===== config.mk =====
export PLATFORM = sky130hd
export DESIGN_NAME = frame_adc_responder
export DESIGN_NICKNAME = d
export VERILOG_FILES = /design/src/rtl/fadc_pkg.sv /design/src/rtl/fadc_ctrl.sv /design/src/rtl/fadc_data.sv /design/src/rtl/frame_adc_responder.sv
export SDC_FILE = /design/constraint.sdc
export NUM_CORES = 1
export LEC_CHECK = 0
export ABC_AREA = 1
export ABC_CLOCK_PERIOD_IN_PS = 2800
export BUFFER_PORTS_ARGS = -buffer_cell sky130_fd_sc_hd__buf_4
export CORE_ASPECT_RATIO = 1.5
export CORE_MARGIN = 5
export CORE_UTILIZATION = 25
export CTS_CLUSTER_SIZE = 14
export DETAILED_ROUTE_END_ITERATION = 8
export PLACE_DENSITY = 0.51
export SETUP_SLACK_MARGIN = 0.1
export SLEW_MARGIN = 10
export SYNTH_ARGS = -nofsm -noshare
export SYNTH_HDL_FRONTEND = slang
export SYNTH_HIERARCHICAL = 1
export SYNTH_SLANG_ARGS = --single-unit

===== constraint.sdc =====
create_clock -name clk -period 2.8 [get_ports clk]
set_input_delay 0.14 -clock clk [delete_from_list [all_inputs] [get_ports clk]]
set_output_delay 0.14 -clock clk [all_outputs]
set_load 0.005 [all_outputs]

===== src/rtl/fadc_pkg.sv =====
package fadc_pkg;

  typedef enum logic [1:0] {
    PH_SLEEP = 2'd0,
    PH_READY = 2'd1,
    PH_ACQ   = 2'd2,
    PH_CONV  = 2'd3
  } phase_e;

  // strobes from control to datapath, one clock wide each
  typedef struct packed {
    logic loadWord;     // copy stored word into shifter, drive MSB
    logic shiftStep;    // rising serial clock seen
    logic latchSample;  // last acquisition edge: capture input
    logic commitResult; // conversion finished: hold -> stored word
  } strobe_t;

endpackage


===== src/rtl/fadc_ctrl.sv =====
module fadc_ctrl
  import fadc_pkg::*;
#(
  parameter int SAMPLE_EDGES = 24,
  parameter int CONV_W       = 8
) (
  input  logic              clk,
  input  logic              rstN,
  input  logic              sclkIn,
  input  logic              fsIn,
  input  logic              csN,
  input  logic [CONV_W-1:0] convCycles,
  output strobe_t           strobe,
  output phase_e            phase,
  output logic              abortFlag
);

  localparam int EC_W = $clog2(SAMPLE_EDGES + 1);
  localparam logic [EC_W-1:0] LAST_EDGE = EC_W'(SAMPLE_EDGES - 1);

  logic sclkQ, fsQ, csQ;
  logic sclkRise, sclkFall, fsRise, fsFall, csFall, startEv;

  phase_e          nextPhase;
  logic [EC_W-1:0] fallCnt;
  logic [CONV_W-1:0] convCnt;
  logic            convDone;
  logic            enterConv;

  // edge history
  always_ff @(posedge clk) begin
    if (!rstN) begin
      sclkQ <= 1'b0;
      fsQ   <= 1'b0;
      csQ   <= 1'b1;
    end else begin
      sclkQ <= sclkIn;
      fsQ   <= fsIn;
      csQ   <= csN;
    end
  end

  assign sclkRise = sclkIn & ~sclkQ;
  assign sclkFall = ~sclkIn & sclkQ;
  assign fsRise   = fsIn & ~fsQ;
  assign fsFall   = ~fsIn & fsQ;
  assign csFall   = ~csN & csQ;
  assign startEv  = csFall | fsFall;

  assign convDone  = ({1'b0, convCnt} + (CONV_W+1)'(1)) >= {1'b0, convCycles};
  assign enterConv = (phase == PH_ACQ) && sclkFall && (fallCnt == LAST_EDGE);

  always_comb begin
    nextPhase           = phase;
    strobe.loadWord     = csFall | fsRise;
    strobe.shiftStep    = sclkRise;
    strobe.latchSample  = 1'b0;
    strobe.commitResult = 1'b0;
    if (startEv) begin
      nextPhase = PH_ACQ;
    end else begin
      unique case (phase)
        PH_SLEEP: if (fsRise) nextPhase = PH_READY;
        PH_READY: nextPhase = PH_READY;
        PH_ACQ: begin
          if (enterConv) begin
            nextPhase          = PH_CONV;
            strobe.latchSample = 1'b1;
          end
        end
        PH_CONV: begin
          if (convDone) begin
            nextPhase           = PH_SLEEP;
            strobe.commitResult = 1'b1;
          end
        end
        default: nextPhase = PH_SLEEP;
      endcase
    end
  end

  always_ff @(posedge clk) begin
    if (!rstN) begin
      phase     <= PH_SLEEP;
      fallCnt   <= '0;
      convCnt   <= '0;
      abortFlag <= 1'b0;
    end else begin
      phase     <= nextPhase;
      abortFlag <= startEv && (phase == PH_CONV);
      if (startEv)
        fallCnt <= '0;
      else if (phase == PH_ACQ && sclkFall && !enterConv)
        fallCnt <= fallCnt + EC_W'(1);
      else if (enterConv)
        fallCnt <= '0;
      if (phase == PH_CONV && !startEv && !convDone)
        convCnt <= convCnt + CONV_W'(1);
      else
        convCnt <= '0;
    end
  end

endmodule


===== src/rtl/fadc_data.sv =====
module fadc_data
  import fadc_pkg::*;
#(
  parameter int DATA_W = 14
) (
  input  logic              clk,
  input  logic              rstN,
  input  strobe_t           strobe,
  input  logic [DATA_W-1:0] sampleIn,
  output logic              sdoBit
);

  localparam int CNT_W = $clog2(DATA_W + 2);
  localparam logic [CNT_W-1:0] LAST_BIT = CNT_W'(DATA_W);
  localparam logic [CNT_W-1:0] IDLE_CNT = CNT_W'(DATA_W + 1);

  logic [DATA_W-1:0] holdReg;
  logic [DATA_W-1:0] resultReg;
  logic [DATA_W-1:0] shiftReg;
  logic [CNT_W-1:0]  bitCnt;

  // sample capture and result pipeline
  always_ff @(posedge clk) begin
    if (!rstN) begin
      holdReg   <= '0;
      resultReg <= '0;
    end else begin
      if (strobe.latchSample)  holdReg   <= sampleIn;
      if (strobe.commitResult) resultReg <= holdReg;
    end
  end

  // output shifter: first rising edge keeps MSB, later ones advance
  always_ff @(posedge clk) begin
    if (!rstN) begin
      shiftReg <= '0;
      bitCnt   <= IDLE_CNT;
      sdoBit   <= 1'b0;
    end else if (strobe.loadWord) begin
      shiftReg <= resultReg;
      bitCnt   <= '0;
      sdoBit   <= resultReg[DATA_W-1];
    end else if (strobe.shiftStep) begin
      if (bitCnt == '0) begin
        bitCnt <= bitCnt + CNT_W'(1);
      end else if (bitCnt < LAST_BIT) begin
        shiftReg <= {shiftReg[DATA_W-2:0], 1'b0};
        sdoBit   <= shiftReg[DATA_W-2];
        bitCnt   <= bitCnt + CNT_W'(1);
      end else if (bitCnt == LAST_BIT) begin
        sdoBit <= 1'b0;
        bitCnt <= IDLE_CNT;
      end
    end
  end

endmodule


===== src/rtl/frame_adc_responder.sv =====
module frame_adc_responder
  import fadc_pkg::*;
#(
  parameter int DATA_W       = 14,
  parameter int SAMPLE_EDGES = 24,
  parameter int CONV_W       = 8
) (
  input  logic              clk,
  input  logic              rstN,
  input  logic              sclkIn,
  input  logic              fsIn,
  input  logic              csN,
  input  logic [DATA_W-1:0] sampleIn,
  input  logic [CONV_W-1:0] convCycles,
  output logic              sdo,
  output logic [1:0]        dbgState,
  output logic              abortFlag
);

  strobe_t strobe;
  phase_e  phase;
  logic    sdoBit;

  fadc_ctrl #(.SAMPLE_EDGES(SAMPLE_EDGES), .CONV_W(CONV_W)) u_ctrl (
    .clk(clk), .rstN(rstN), .sclkIn(sclkIn), .fsIn(fsIn), .csN(csN),
    .convCycles(convCycles), .strobe(strobe), .phase(phase),
    .abortFlag(abortFlag)
  );

  fadc_data #(.DATA_W(DATA_W)) u_data (
    .clk(clk), .rstN(rstN), .strobe(strobe), .sampleIn(sampleIn),
    .sdoBit(sdoBit)
  );

  assign sdo      = sdoBit & ~csN;
  assign dbgState = phase;

endmodule


==> impl_metrics.json, run 1 <==
{
  "status": "completed",
  "gr-usage-all-layers_pct": 9.42,
  "crit_buf_inv": 2,
  "drive_above_1_share_pct": 16.1,
  "ant_nets": 0,
  "startpoint_type": "register",
  "drc": 0,
  "root_buffer": "clkbuf_16",
  "syn_nets": 475,
  "max_freq_mhz": 412,
  "avgRoutedWirePerCell_um": 10.3,
  "path_cells": "ha_1 -> nand3_2 -> xor2_2 -> inv_1 -> ha_1 -> nand2_1 -> nor2_1 -> nand2_1 -> nand3_1 -> nand2_1 -> nand2_1 -> nand2_2 -> nand2_1 -> nand2_1 -> nor2_4 -> buf_4 -> o21ai_0 -> nor2_1",
  "clock_skew_ns": 0.00542,
  "slew_violations": 0,
  "setup_viol": 0,
  "die_h_um": 146,
  "cts_setup_buffers": 0,
  "io_pins": 31,
  "routed-via-count": 2636,
  "leakagePower_nw": 1.84,
  "crit_required_ns": 3.06,
  "synth-warning-count": 6,
  "antenna_cells": 0,
  "port_buffers": 30,
  "rsz0062_at_grt": "yes",
  "cts_tree": "built",
  "grt_pass1_vias": 2548,
  "worst_pin_slew_ns": 0.462,
  "clockBufferDepth": 2,
  "finalSetupTns_ns": 0,
  "grt_max_degree": 51,
  "drtIter0Drc": 116,
  "dp_cells": 606,
  "h-tree-depth": 3,
  "antenna_found_initial": 0,
  "hold_class": "input port to register",
  "powerDensity_nw_per_um2": 618,
  "maxCapViolations": 0,
  "synth_cell_types": 38,
  "clkTransAtPathRegs_ns": 0.05,
  "post-dp-hpwl_mm": 4.69,
  "cts_buffers": 9,
  "cp-end-kind": "register",
  "r2r_slack_ns": 0.37,
  "netlist_area_um2": 3080,
  "cp_max_fo": 7,
  "finalCritPeriodShare_pct": 86.8,
  "slowest_delay_ns": 0.36,
  "synth_seq_cells": 65,
  "nFillCells": 1349,
  "insertion_delay_ns": 0.32,
  "cts_sinks": 65,
  "std_cell_rows": 49,
  "core_um2": 12000,
  "slew_headroom_pct": 69.2,
  "cp_common_cell": "nand2_1",
  "dieArea_um2": 14700,
  "ir_drop_mv": 0.320,
  "grt_pass1_wl_mm": 11.4,
  "layout.nets": 506,
  "area_delta_synth_final_pct": 23.4,
  "crit_family": "simple AND/OR/NAND/NOR gates",
  "synth_area_per_cell_um2": 7.07,
  "cp.arrival_ns": 2.69,
  "die_w_um": 101,
  "via_per_inst": 4.22,
  "start_util_pct": 25.6,
  "overflow": 0,
  "routed_wl_mm": 6.44,
  "fin_crit_ns": 2.43,
  "cpMaxStageDelayCell": "dfxtp_2",
  "final-hold-violation-count": 0,
  "instances_no_fill": 624,
  "first_pass_iters": 4,
  "worstSetupPathType": "register to register",
  "gp_congestion": 0.824,
  "synth_cells": 435,
  "yosysSeqAreaShare_pct": 42.3
}
[layout make-up]
type,instances,area [um^2],area share [%]
Clock buffer,14,274,7.22
Clock inverter,2,35.0,0.923
Inverter,59,224,5.90
Multi-Input combinational cell,296,1500,39.5
Sequential cell,65,1300,34.3
Tap cell,153,191,5.04
Timing Repair Buffer,35,269,7.09
[worst min-delay path, delay by kind of cell]
family,cells,cell delay [ns]
buffers and inverters,2,0.14
and+or+nand+nor,1,0.04
[power breakdown]
group / switching, W / internal [W]
logic: 0.000135 / 0.0000906
clock network: 0.000377 / 0.000761
registers: 0.0000232 / 0.000960
[layout by cell type, fill, tap and decap left out, types with 2 or more instances in the layout]
cell type,n
ha_1,13
xor2_2,2
dfxtp_1,64
inv_2,2
nand3_2,2
clkbuf_8,3
nor2_2,3
xor2_1,2
clkbuf_16,9
nand4_1,2
nor2_4,4
o21ai_0,41
nand2_2,2
buf_4,33
o21ai_2,2
inv_1,55
a21oi_1,14
nand2_1,87
clkbuf_1,2
nand3_1,11
nor2_1,96
[through the flow]
stage | util [%] | instance area [um^2] | hold slack (ns) | power [W] | setup WS, ns
floorplan | - | 3080 | 0.233 | 0.00116 | 0.325
global placement | 28.7 | 3450 | 0.328 | 0.00122 | 0.284
detailed placement | 28.7 | 3450 | 0.336 | 0.00123 | 0.204
CTS | 31.4 | 3770 | 0.0109 | 0.00239 | 0.189
global route | 31.6 | 3800 | 0.0287 | 0.00247 | 0.0840
finish | 31.6 | 3800 | 0.0264 | 0.00235 | 0.371
[Yosys cell counts (all sizes together)]
master  instances  area share, %
clkbuf          9            1.1
ha             13            5.3
a31o            1           0.28
o21ai          43            7.1
a211oi          2           0.65
clkinv          1           0.12
nor4            1           0.41
or2             2           0.41
nand3          13            2.4
nor2          103             14
a31oi           1           0.69
xor2            4            1.4
dfxtp          65             42
o21bai          1           0.24
inv            58            7.2
a21boi          1           0.24
and3            2           0.45
buf             6            1.2
nand2          89             11
o22ai           1           0.41
a21oi          14            2.3
nand4           3           0.81
nor3            2           0.49
[registers in the layout (all words and copies together) (netlist names)]
register	count
u_ctrl/convCnt	8
u_ctrl/csQ	1
u_data/sdoBit	1
u_ctrl/fallCnt	5
u_ctrl/phase	2
u_ctrl/sclkQ	1
u_data/bitCnt	4
u_data/shiftReg	13
u_data/holdReg	14
u_ctrl/abortFlag	1
u_ctrl/fsQ	1
u_data/resultReg	14
[layer usage]
layer / routed length (um) / GRT usage [%]
met1: 2810 / 10.3
met2: 3260 / 16.1
met3: 186 / 2.54
met4: 180 / 5.33
met5: 0 / 0
[timing repair]
item | 4_1_cts | 5_1_grt
gates resized for setup | 0 | 7
hold buffers | 1 | 0
endpoints found under the setup margin | 0 | 14
endpoints found under the hold margin | 1 | 0
[worst paths after layout]
| path | from | to | cells past startpoint |
|---|---|---|---|
| worst max-delay path | u_ctrl/convCnt[0]$_SDFF_PN0_ | u_data/resultReg[3]$_SDFFE_PN0P_ | 18 |
| worst min-delay path | fsIn | u_ctrl/fsQ$_SDFF_PN0_ | 3 |
| worst max register to register | u_ctrl/convCnt[0]$_SDFF_PN0_ | u_data/resultReg[3]$_SDFFE_PN0P_ | 18 |
| worst min register to register | u_ctrl/convCnt[0]$_SDFF_PN0_ | u_ctrl/convCnt[0]$_SDFF_PN0_ | 1 |
[cell families after synthesis]
kind of cell | Yosys count | synth area share [%]
AOI/OAI and AO/OA | 64 | 11.9
xor gates and xnor gates | 4 | 1.38
adders and majority gates | 13 | 5.29
buffers and inverters | 74 | 9.56
DFF | 65 | 42.3
and+or+nand+nor | 215 | 29.6
No activity file was read; power rests on OpenSTA's default activity.
==> run 2: changes to the inputs <==
- CELL_PAD_IN_SITES_DETAIL_PLACEMENT: default -> 0
- CELL_PAD_IN_SITES_GLOBAL_PLACEMENT: default -> 2
- PLACE_DENSITY: 0.51 -> 0.73
==> run 2 against run 1 <==
  * Count of clock-buffer cells in the layout fell by 4
  * Sequential power barely moved
  * Fmax rose by 0.36%
  * Non-clock buffer count did not move
  * Highest routed layer unchanged
  * First-iteration DRC count fell by 31%
  * Worst hold slack got worse by 0.0087 ns
  * Final cell count fell by 0.16%
  * Critical endpoint is now u_data/resultReg[11]$_SDFFE_PN0P_
  * Total power fell by 0.93%
  * Clock skew rose by 0.0032 ns
  * Core utilization rose by 0.14 points
  * Clock power barely moved
==> impl_metrics.json, run 2 (synthesis gave the netlist of run 1 again) <==
{
  "core_um2": 12000,
  "path_cells": "ha_4 -> nand3_4 -> xor2_2 -> inv_1 -> ha_1 -> nand2_1 -> nor2_1 -> nand2_1 -> nand3_1 -> nand2_1 -> nand2_1 -> nand2_2 -> nand2_1 -> nand2_1 -> nor2_4 -> buf_6 -> o21ai_0 -> nor2_1",
  "setup_viol": 0,
  "area_delta_synth_final_pct": 23.9,
  "root_buffer": "clkbuf_16",
  "nFillCells": 1393,
  "crit_required_ns": 3.07,
  "clock_skew_ns": 0.00860,
  "h-tree-depth": 3,
  "cts_buffers": 9,
  "post-dp-hpwl_mm": 5.04,
  "worstHoldEndpoint": "u_ctrl/fsQ$_SDFF_PN0_",
  "ant_nets": 0,
  "first_pass_iters": 4,
  "clockBufferDepth": 2,
  "worst_pin_slew_ns": 0.483,
  "fin_crit_ns": 2.42,
  "drive_above_1_share_pct": 16.8,
  "drc": 0,
  "gp_congestion": 0.743,
  "stdcell_area_um2": 3810,
  "avgRoutedWirePerCell_um": 11.3,
  "std_cell_rows": 49,
  "via_per_inst": 4.25,
  "cp_max_fo": 7,
  "final.setup.worst_slack_ns": 0.379,
  "p_int_w": 0.00176,
  "cts_sinks": 65,
  "die_w_um": 101,
  "combPwrFrac_pct": 9.8,
  "clkTransAtPathRegs_ns": 0.05,
  "top_regs": "u_data/holdReg: 14 flops, u_data/resultReg: 14 flops, u_data/shiftReg: 13 flops",
  "crit_buf_inv": 2,
  "holdPathStages": 3,
  "crit_family": "simple AND/OR/NAND/NOR gates",
  "slew_headroom_pct": 67.8,
  "dieArea_um2": 14700,
  "routed-via-count": 2650,
  "slew_violations": 0,
  "powerDensity_nw_per_um2": 610,
  "p_sw_w": 0.000570,
  "die_h_um": 146,
  "io_pins": 31,
  "whs_ns": 0.0177,
  "overflow": 0,
  "r2r_slack_ns": 0.38,
  "dp_cells": 606,
  "status": "completed",
  "cp.arrival_ns": 2.69,
  "cts_tree": "built",
  "antenna_cells": 0,
  "r2r_cells": 18,
  "maxCapViolations": 0,
  "max_freq_mhz": 413,
  "instances_no_fill": 623,
  "grt_max_degree": 51,
  "drtIter0Drc": 80,
  "gr-usage-all-layers_pct": 10.2,
  "ir_drop_mv": 0.291,
  "hold_class": "input port to register",
  "final-hold-violation-count": 0,
  "cp-end-kind": "register",
  "slowest_delay_ns": 0.38,
  "worstSetupPathType": "register to register",
  "pwr-share-clk_pct": 48.0,
  "pre_cts_ws_ns": 0.160,
  "port_buffers": 30,
  "seq_power_share_pct": 42.3,
  "insertion_delay_ns": 0.33,
  "startpoint_type": "register",
  "netSwitchingFraction_pct": 24.5,
  "layout.nets": 506,
  "antenna_found_initial": 0,
  "cpMaxStageDelayCell": "dfxtp_4",
  "cp_common_cell": "nand2_1",
  "cts_setup_buffers": 0,
  "finalSetupTns_ns": 0,
  "min_from": "fsIn",
  "layout_common_cells": "96 x nor2_1, 87 x nand2_1, 63 x dfxtp_1, 55 x inv_1, 41 x o21ai_0",
  "start_util_pct": 25.6,
  "place_area_um2": 3450,
  "r2r-end": "u_data/resultReg[11]$_SDFFE_PN0P_",
  "grt_pass1_wl_mm": 12.0,
  "leakagePower_nw": 1.82,
  "grt_pass1_vias": 2517,
  "rsz0062_at_grt": "no",
  "final_common_cell": "nor2_1",
  "worstReg2RegStart": "u_ctrl/convCnt[0]$_SDFF_PN0_",
  "finalCritPeriodShare_pct": 86.5,
  "routed_wl_mm": 7.05
}
-- run 2: cell types whose count changed in the layout (fill, tap and decap cells not counted), sizes merged --
| cell | previous run | this run |
|---|---|---|
| clkinv | 2 | 4 |
| clkinvlp | 0 | 1 |
| clkbuf | 14 | 10 |
-- run 2: metal layers --
layer | track usage (%) | routed length, um | vias up
li1 | - | - | 1415
met4 | 6.07 | 194 | 0
met3 | 1.92 | 197 | 11
met1 | 12.3 | 3180 | 1193
met5 | 0 | 0 | -
met2 | 16.5 | 3470 | 31
-- run 2: worst register-to-register path: cells and delay by family, from the launching register on --
kind,cells,cell delay [ns]
AO/OA/AOI/OAI,1,0.09
XOR/XNOR,1,0.20
adder cells (fa/ha/maj),2,0.45
buffers and inverters,2,0.22
flip-flops,1,0.38
AND/OR/NAND/NOR,12,1.02
-- run 2: through the flow --
step	power [W]	utilization, %
after detailed placement	0.00123	28.7
after global placement	0.00123	28.7
after CTS	0.00237	31.2
after global routing	0.00245	31.7
final	0.00232	31.7
after floorplan	0.00116	-
-- run 2: cell type report --
class	instances	area [um^2]	area share, %
Clock buffer	10	239	6.27
Clock inverter	5	56.3	1.48
Inverter	59	226	5.94
Multi-Input combinational cell	296	1520	39.9
Sequential cell	65	1310	34.3
Tap cell	153	191	5.02
Timing Repair Buffer	35	273	7.15
-- run 2: worst max-delay path by stage --
stage	slack [ns]	from	endpoint	depth (start not counted)
floorplan	0.32	u_ctrl/convCnt[0]$_SDFF_PN0_	u_data/resultReg[3]$_SDFFE_PN0P_	19
global placement	0.25	u_ctrl/convCnt[0]$_SDFF_PN0_	u_data/resultReg[1]$_SDFFE_PN0P_	18
detailed placement	0.16	u_ctrl/convCnt[0]$_SDFF_PN0_	u_data/resultReg[12]$_SDFFE_PN0P_	18
CTS	0.13	u_ctrl/convCnt[0]$_SDFF_PN0_	u_data/resultReg[12]$_SDFFE_PN0P_	18
global route	0.11	u_ctrl/convCnt[0]$_SDFF_PN0_	u_data/resultReg[12]$_SDFFE_PN0P_	18
finish	0.38	u_ctrl/convCnt[0]$_SDFF_PN0_	u_data/resultReg[11]$_SDFFE_PN0P_	18
-- run 2: timing repair --
item | 4_1_cts | 5_1_grt
endpoints found under the hold margin | 1 | 0
hold buffers | 1 | 0
gates resized for setup | 0 | 15
setup endpoints to repair | 0 | 14
-- run 2: power by group through the flow --
stage	Sequential (W)	Clock [W]	Combinational, W
3_3_place_gp	0.00100	0	0.000229
5_1_grt	0.000986	0.00119	0.000267
2_1_floorplan	0.000997	0	0.000165
3_5_place_dp	0.00100	0	0.000229
4_1_cts	0.000983	0.00115	0.000232
6_report	0.000982	0.00112	0.000227
==> run 3: changes to the inputs <==
- SYNTH_HIERARCHICAL: 1 -> default
==> run 3 against run 2 <==
  * Fmax up 3.1%
  * Global-route usage fell by 0.54 points
  * Synthesized cell count decreased by 9.7%
  * Critical path type unchanged
  * Final cell count decreased by 7.9%
==> impl_metrics.json, run 3 <==
{
  "core_um2": 11500,
  "drive_above_1_share_pct": 12.3,
  "grtUsageMet1_pct": 11.4,
  "antenna_cells": 0,
  "status": "completed",
  "grt_max_degree": 50,
  "final-hold-violation-count": 0,
  "grtUsageMet3_pct": 2.89,
  "root_buffer": "clkbuf_16",
  "port_buffers": 30,
  "seq_power_share_pct": 41.2,
  "antenna_found_initial": 0,
  "max_freq_mhz": 426,
  "maxCapViolations": 0,
  "multi_input_area_um2": 1320,
  "netSwitchingFraction_pct": 22.6,
  "syn_nets": 433,
  "hold_class": "input port to register",
  "yosys-top-cells-area": "dfxtp_1 44%, nand2_1 8.8%, inv_1 7.3%, a21oi_1 6.7%, ha_1 5.6%",
  "finalCritPeriodShare_pct": 83.9,
  "synth_common_cells": "69 x nand2_1, 65 x dfxtp_1, 57 x inv_1, 39 x a21oi_1, 38 x nor2_1",
  "cts_setup_buffers": 0,
  "h-tree-depth": 3,
  "worst_pin_slew_ns": 0.479,
  "async_flop_share_pct": 0,
  "first_pass_iters": 4,
  "grtUsageMet2_pct": 16.1,
  "fin_crit_ns": 2.35,
  "clock_skew_ns": 0.00509,
  "grt_pass1_vias": 2472,
  "start_util_pct": 25.5,
  "yosysTopAreaCell": "dfxtp_1",
  "die_h_um": 143,
  "grt.busiest_layer": "met2",
  "crit_required_ns": 3.02,
  "synth_cells": 393,
  "yosysSeqAreaShare_pct": 44.5,
  "synth_seq_cells": 65,
  "drc": 0,
  "synth_edf_count": 0,
  "startpoint_type": "register",
  "grt_pass1_wl_mm": 11.1,
  "gp_congestion": 0.708,
  "nFillCells": 1263,
  "leakagePower_nw": 1.52,
  "routed_wl_mm": 6.24,
  "instances_no_fill": 574,
  "combPwrFrac_pct": 7.9,
  "final_common_cell": "nand2_1",
  "cts_tree": "built",
  "dp_cells": 558,
  "dieArea_um2": 14000,
  "netlist_area_um2": 2930,
  "drtIter0Drc": 80,
  "worstSetupPathType": "register to register",
  "cp-end-kind": "register",
  "cts_sinks": 65,
  "layout_common_cells": "69 x nand2_1, 65 x dfxtp_1, 57 x inv_1, 39 x a21oi_1, 38 x nor2_1",
  "post-dp-hpwl_mm": 4.37,
  "slew_violations": 0,
  "p_sw_w": 0.000536,
  "gr-usage-all-layers_pct": 9.66,
  "io_pins": 31,
  "slew_headroom_pct": 68.1,
  "layout.nets": 459,
  "setup_viol": 0,
  "yosys.area.top_type_share_pct": 44.5,
  "clkTransAtPathRegs_ns": 0.05,
  "clockBufferDepth": 2,
  "overflow": 0,
  "cp.arrival_ns": 2.57,
  "insertion_delay_ns": 0.33,
  "cp_max_fo": 28,
  "synth_area_per_cell_um2": 7.45,
  "powerDensity_nw_per_um2": 663,
  "top_regs": "u_data.holdReg: 14 flops, u_data.resultReg: 14 flops, u_data.shiftReg: 13 flops",
  "via_per_inst": 4.27,
  "ir_drop_mv": 0.321,
  "avgRoutedWirePerCell_um": 10.9,
  "pwr-share-clk_pct": 50.8,
  "yosysMostFrequentCell": "nand2_1",
  "routed-via-count": 2452,
  "finalSetupTns_ns": 0,
  "power_w": 0.00237,
  "std_cell_rows": 48,
  "rsz0062_at_grt": "no",
  "ant_nets": 0,
  "regArea_um2": 1300,
  "synth_flop_cell": "dfxtp_1",
  "cts_buffers": 9,
  "synth_cell_types": 23,
  "synth-warning-count": 0,
  "p_int_w": 0.00184,
  "die_w_um": 98.3,
  "area_delta_synth_final_pct": 22.4
}
[run 3: cell count changes in the layout (fill, tap and decap cells not counted), sizes merged, moves of 8 or more]
cell	previous run	this run
nand2	89	72
nor2	103	38
o21ai	43	35
nand3	13	22
a21oi	14	39
a31oi	1	13
[run 3: critical path, stage by stage (launching register included)]
cell     delay [ns]
dfxtp_1        0.37
ha_1           0.20
nand3_1        0.13
xor2_1         0.19
inv_1          0.06
ha_1           0.29
nand2_1        0.07
nor2_1         0.10
nand2_1        0.05
nand3_1        0.06
nand2_1        0.05
nand2_1        0.06
nand2_1        0.10
nand2_4        0.26
nand3_1        0.12
nand2_1        0.08
nor2_1         0.04
[run 3: cells by family after synthesis]
kind of cell | Yosys count | share of synthesized area [%]
buf+inv | 74 | 10.6
fa+ha+maj | 13 | 5.56
compound gates | 93 | 17.1
xor+xnor | 6 | 1.80
flops | 65 | 44.5
simple gates | 142 | 20.4
[run 3: path summary, 6_finish.rpt]
kind	end	cells past startpoint	slack, ns	start
max	u_data.resultReg[2]$_SDFFE_PN0P_	16	0.45	u_ctrl.convCnt[0]$_SDFF_PN0_
min	u_ctrl.csQ$_SDFF_PN1_	3	0.01	csN
max reg2reg	u_data.resultReg[2]$_SDFFE_PN0P_	16	0.45	u_ctrl.convCnt[0]$_SDFF_PN0_
min reg2reg	u_data.holdReg[2]$_SDFFE_PN0P_	2	0.45	u_data.holdReg[2]$_SDFFE_PN0P_
[run 3: stage by stage]
step                      worst slack (ns)  hold WS (ns)  area [um^2]  utilization (%)
final                                0.451        0.0114         3580             31.2
after global routing                 0.177       0.00653         3580             31.2
after floorplan                      0.678         0.233         2930                -
after CTS                            0.244       0.00324         3580             31.2
after detailed placement             0.256         0.347         3260             28.4
after global placement               0.324         0.338         3260             28.4
[run 3: area by class of cell]
cell class / instances / share of cell area, %
sequential: 65 / 36.3
inverter: 57 / 5.97
timing repair buffer: 32 / 6.70
multi-input combinational: 254 / 36.8
tap: 150 / 5.24
clock inverter: 5 / 2.20
clock buffer: 11 / 6.77
[run 3: what timing repair did]
action / 4_1_cts / 5_1_grt
hold buffers: 0 / 0
gates resized for setup: 0 / 1
setup endpoints to repair: 0 / 14
[run 3: power groups by stage]
stage	logic, W	registers [W]	clock network, W
floorplan	0.000133	0.000993	0
global placement	0.000192	0.000998	0
detailed placement	0.000193	0.000998	0
CTS	0.000194	0.000979	0.00124
global route	0.000221	0.000982	0.00128
finish	0.000189	0.000979	0.00121
[run 3: metal layers]
metal  up-vias  part of all wire [%]
li1       1331                     -
met1      1076                    48
met2        38                    46
met3         7                   4.2
met4         0                   1.8
met5         -                     0
